`src/rtl/rst_timeout_gen.sv`:
```
module rst_timeout_gen #(
  parameter int TICK_DIV = 5000,
  parameter int MR_FILT  = 100,
  parameter int CNT_W    = 16
) (
  input  logic       clk_i,
  input  logic       rst_ni,
  input  logic [2:0] tmo_sel_i,
  input  logic       supa_ok_i,
  input  logic       supb_ok_i,
  input  logic       ext_ok_i,
  input  logic       man_rst_ni,
  input  logic       wdt_bite_i,
  input  logic       pwr_ok_i,
  output logic       rst_no,
  output logic       rst_o,
  output logic       sec_rst_no,
  output logic       pfail_no
);

  localparam int PRE_W = (TICK_DIV > 1) ? $clog2(TICK_DIV) : 1;
  localparam int MF_W  = (MR_FILT > 1) ? $clog2(MR_FILT) : 1;
  localparam logic [PRE_W-1:0] PRE_LAST = PRE_W'(TICK_DIV - 1);
  localparam logic [MF_W-1:0]  MF_LAST  = MF_W'(MR_FILT - 1);

  function automatic logic [CNT_W-1:0] ticks_for(input logic [2:0] code);
    case (code)
      3'd0:    return CNT_W'(33);
      3'd1:    return CNT_W'(264);
      3'd2:    return CNT_W'(525);
      3'd3:    return CNT_W'(1050);
      3'd4:    return CNT_W'(4200);
      3'd5:    return CNT_W'(8400);
      3'd6:    return CNT_W'(16800);
      default: return CNT_W'(33600);
    endcase
  endfunction

  // two-flop synchronisers: {manual, aux, supply b, supply a}
  logic [3:0] sync1, sync2;
  always_ff @(posedge clk_i or negedge rst_ni)
    if (!rst_ni) begin
      sync1 <= 4'b1000;
      sync2 <= 4'b1000;
    end else begin
      sync1 <= {man_rst_ni, ext_ok_i, supb_ok_i, supa_ok_i};
      sync2 <= sync1;
    end

  logic supa_s, supb_s, ext_s, mr_s;
  assign {mr_s, ext_s, supb_s, supa_s} = sync2;

  // manual request glitch filter
  logic [MF_W-1:0] mr_cnt;
  logic            mr_act;
  always_ff @(posedge clk_i or negedge rst_ni)
    if (!rst_ni) begin
      mr_cnt <= '0;
      mr_act <= 1'b0;
    end else if (mr_s) begin
      mr_cnt <= '0;
      mr_act <= 1'b0;
    end else if (mr_cnt != MF_LAST) begin
      mr_cnt <= mr_cnt + 1'b1;
    end else begin
      mr_act <= 1'b1;
    end

  logic [1:0] fault, kick, hold;
  assign fault[1] = !supa_s || !supb_s || mr_act;
  assign fault[0] = fault[1] || !ext_s;
  assign kick     = {1'b0, wdt_bite_i};

  logic [CNT_W-1:0] last_tick;
  assign last_tick = ticks_for(tmo_sel_i) - 1'b1;

  for (genvar ch = 0; ch < 2; ch++) begin : g_ch
    logic [PRE_W-1:0] pre;
    logic [CNT_W-1:0] cnt;
    logic             hld;
    always_ff @(posedge clk_i or negedge rst_ni)
      if (!rst_ni) begin
        hld <= 1'b1;
        pre <= '0;
        cnt <= '0;
      end else if (fault[ch] || kick[ch]) begin
        hld <= 1'b1;
        pre <= '0;
        cnt <= '0;
      end else if (hld) begin
        if (pre == PRE_LAST) begin
          pre <= '0;
          if (cnt == last_tick) begin
            hld <= 1'b0;
            cnt <= '0;
          end else begin
            cnt <= cnt + 1'b1;
          end
        end else begin
          pre <= pre + 1'b1;
        end
      end
    assign hold[ch] = hld;
  end

  assign rst_no     = ~hold[0];
  assign rst_o      = hold[0];
  assign sec_rst_no = ~hold[1];
  assign pfail_no   = pwr_ok_i;

  AST_FAULT_ASSERTS: assert property (@(posedge clk_i) disable iff (!rst_ni)
    fault[0] |=> !rst_no);
  AST_RELEASE_CLEAN: assert property (@(posedge clk_i) disable iff (!rst_ni)
    $rose(rst_no) |-> $past(!fault[0] && !wdt_bite_i));
  AST_BITE_ASSERTS: assert property (@(posedge clk_i) disable iff (!rst_ni)
    wdt_bite_i |=> !rst_no);
  AST_SEC_ASSERTS: assert property (@(posedge clk_i) disable iff (!rst_ni)
    fault[1] |=> !sec_rst_no);
  AST_MR_FILTERED: assert property (@(posedge clk_i) disable iff (!rst_ni)
    $rose(mr_act) |-> $past(!mr_s));
  AST_POLARITY: assert property (@(posedge clk_i) disable iff (!rst_ni)
    rst_o != rst_no);

endmodule

```
`config.mk`:
```
export PLATFORM = sky130hd
export DESIGN_NAME = rst_timeout_gen
export DESIGN_NICKNAME = d
export VERILOG_FILES = /design/src/rtl/rst_timeout_gen.sv
export SDC_FILE = /design/constraint.sdc
export NUM_CORES = 1
export LEC_CHECK = 0
export BUFFER_PORTS_ARGS = -buffer_cell sky130_fd_sc_hd__buf_2
export CAP_MARGIN = 30
export CORE_ASPECT_RATIO = 0.8
export CORE_MARGIN = 8
export CORE_UTILIZATION = 63
export CTS_CLUSTER_SIZE = 16
export DETAILED_ROUTE_END_ITERATION = 10
export PLACE_DENSITY_LB_ADDON = 0.15
export SKIP_CTS_REPAIR_TIMING = 1
export SYNTH_ARGS = -nofsm -noshare
export SYNTH_HDL_FRONTEND = slang
export SYNTH_SLANG_ARGS = --single-unit
export TNS_END_PERCENT = 10
```
`constraint.sdc`:
```
create_clock -name clk_i -period 2.7 [get_ports clk_i]
set_input_delay 0.405 -clock clk_i [delete_from_list [all_inputs] [get_ports clk_i]]
set_output_delay 0.405 -clock clk_i [all_outputs]
set_load 0.02 [all_outputs]
```
==> impl_metrics.ini <==
[layout]
final_cell_mix = nand2_1, dfrtp_1, nor2_1, nand3_1, o21ai_0
multi_input_area_um2 = 2610
final_nets = 596
stdcell_area_um2 = 5210
num_antenna_cells = 0
syn2layout_area_growth_pct = 10.4
nFillCells = 576
drive_gt1_frac = 0.108
regArea_um2 = 1910

[floorplan]
die_h_um = 93.4
rows = 28
ios = 15
die-area_um2 = 10500
die_w_um = 113
start_util = 0.645
core-area_um2 = 7320

[worst_setup_path]
critPathLaunchType = input pin
slowest_stage = or4_4
cp-end-kind = flop
cp_top_family = compound AO/OA/AOI/OAI gates
crit_type = input pin to flop
cp.required_ns = 2.95
crit_chain = buf_2, nand3b_1, ha_4, xnor2_2, a2111oi_2, o311ai_1, or4_4, o41ai_4, buf_12, nor3b_1, a211o_1
crit_path_max_incr_delay_ns = 0.45
critPathBufInv = 2
arrival_ns = 2.86
crit_fanout = 24

[synth]
syn_area_per_cell_um2 = 8.39
synth_cells = 563
seq_area_frac_synth = 0.404
synth_edf_count = 0
synth_top_area_share = 0.381
syn_area_um2 = 4720
synth.area.top_cells = dfrtp_1, nand2_1, nand3_1
synth_nets = 580
ys.warnings.count = 0
yosys.area.top_type = dfrtp_1
ys.flop_type = dfrtp_1
synth.distinct_cells = 62
ys_ff_latch = 76
synthArstFlopShare = 1.00

[global_routing]
grt_usage = 0.208
grt_max_degree = 77
first_global_vias = 3828
grt_antenna_before_repair = 0
grt_pass1_wl_um = 17900
grt.overflow.total = 0

[worst_hold_path]
hold_path_class = input pin to flop

[power]
cellPowerDensity_nw_per_um2 = 440
leakage_nw = 2.20
peakVddDrop_v = 0.000291
total_power_mw = 2.29

[drt]
via_per_inst = 6.22
first_iter_violations = 482
drt_drc_violations_left = 0
final_antenna_net_count = 0
drt-total-wl_um = 10600
wl_per_cell_um = 15.8
drtPass1Iterations = 7
via_count = 4194

[placed_design]
dpl.hpwl_um = 7400
io_buffers = 12
post-place-ws_ns = -0.285
placed_area_um2 = 4970
gp_congestion = 0.853

[timing]
hold_ws_ns = 0.137
relSlewSlack = 0.503
hold_viol = 0
setup_viol = 0
fin_skew_ns = 0.0101
slew_viol_final = 0
setup_tns_ns = 0
fin_ws_ns = 0.0908
worstMarginPinSlew_ns = 0.741
rsz0062_at_grt = no
timing.fmax_ghz = 0.383
final.period_utilization = 0.966
finalWorstPathRequiredPeriod_ns = 2.61

[clocking]
cts_buffers = 9
clockBufferDepth = 2
cts_tree = yes
cts_sinks = 76
clkTransAtPathRegs_ns = 0.07
root_buffer = clkbuf_8
clkLatencyLatePin_ns = 0.37
htree_levels = 3

[run_status]
status = completed

[flow_run]
timing.max_cap.violations = 0
[per-layer routing]
layer | GRT usage | wire, um | up-vias | share of wire
met5 | 0 | 0 | - | 0
met4 | 0.0661 | 116 | 0 | 0.011
met3 | 0.0554 | 494 | 12 | 0.047
met2 | 0.323 | 4890 | 100 | 0.46
met1 | 0.279 | 5120 | 2021 | 0.48
li1 | - | - | 2061 | -
[cells in the mapped netlist (all sizes together) (13+ instances only)]
cell type  instances
nand4             13
or3               17
nor2              48
nand2             72
clkbuf            19
nand3             40
a21oi             16
inv               17
nor3              23
dfrtp             72
xor2              17
buf               14
o21ai             43
[area by class of cell]
cell class | count | area share
timing repair buffer | 38 | 0.0610
sequential | 76 | 0.366
multi-input combinational | 437 | 0.501
clock buffer | 14 | 0.0274
tap | 90 | 0.0216
inverter | 17 | 0.0122
clock inverter | 2 | 0.0115
[path summary, 6_finish.rpt]
path | from | endpoint | slack (ns) | depth (start not counted)
worst max register to register | g_ch[0].cnt[1] | g_ch[0].cnt[12] | 0.26 | 8
worst min register to register | sync1[0] | sync2[0] | 0.35 | 0
max in group asynchronous | rst_ni | sync2[3] | 1.58 | 3
min in group asynchronous | rst_ni | g_ch[0].pre[11] | 0.49 | 2
worst max-delay path | tmo_sel_i[2] | g_ch[0].cnt[12] | 0.09 | 11
worst min-delay path | man_rst_ni | sync1[3] | 0.14 | 1
[report_power, final]
group / internal [mW] / switching, mW
clock: 0.523 / 0.417
sequential: 1.15 / 0.00903
combinational: 0.0796 / 0.115
total: 1.75 / 0.541
[kinds of logic (layout without fill, tap and decap cells)]
logic type,Yosys count,after routing,synth area share
flip-flops,76,76,0.404
adder cells (fa/ha/maj),6,6,0.0159
XOR/XNOR,29,29,0.0538
multiplexers,2,2,0.00450
AND/OR/NAND/NOR,282,282,0.307
buffers and inverters,50,71,0.0479
AO/OA/AOI/OAI,118,118,0.167
[state kept, by name (all words and copies together), names as in the netlist]
signal    count
sync2         4
mr_act        1
g_ch.hld      1
g_ch.pre     26
sync1         4
rst_o         1
mr_cnt        7
g_ch.cnt     32
[per-stage QoR]
stage,utilization,instances
detailed placement,0.679,656
floorplan,-,563
finish,0.712,674
CTS,0.707,672
global route,0.712,674
global placement,0.678,655
Power figures use the tool's default switching activity.
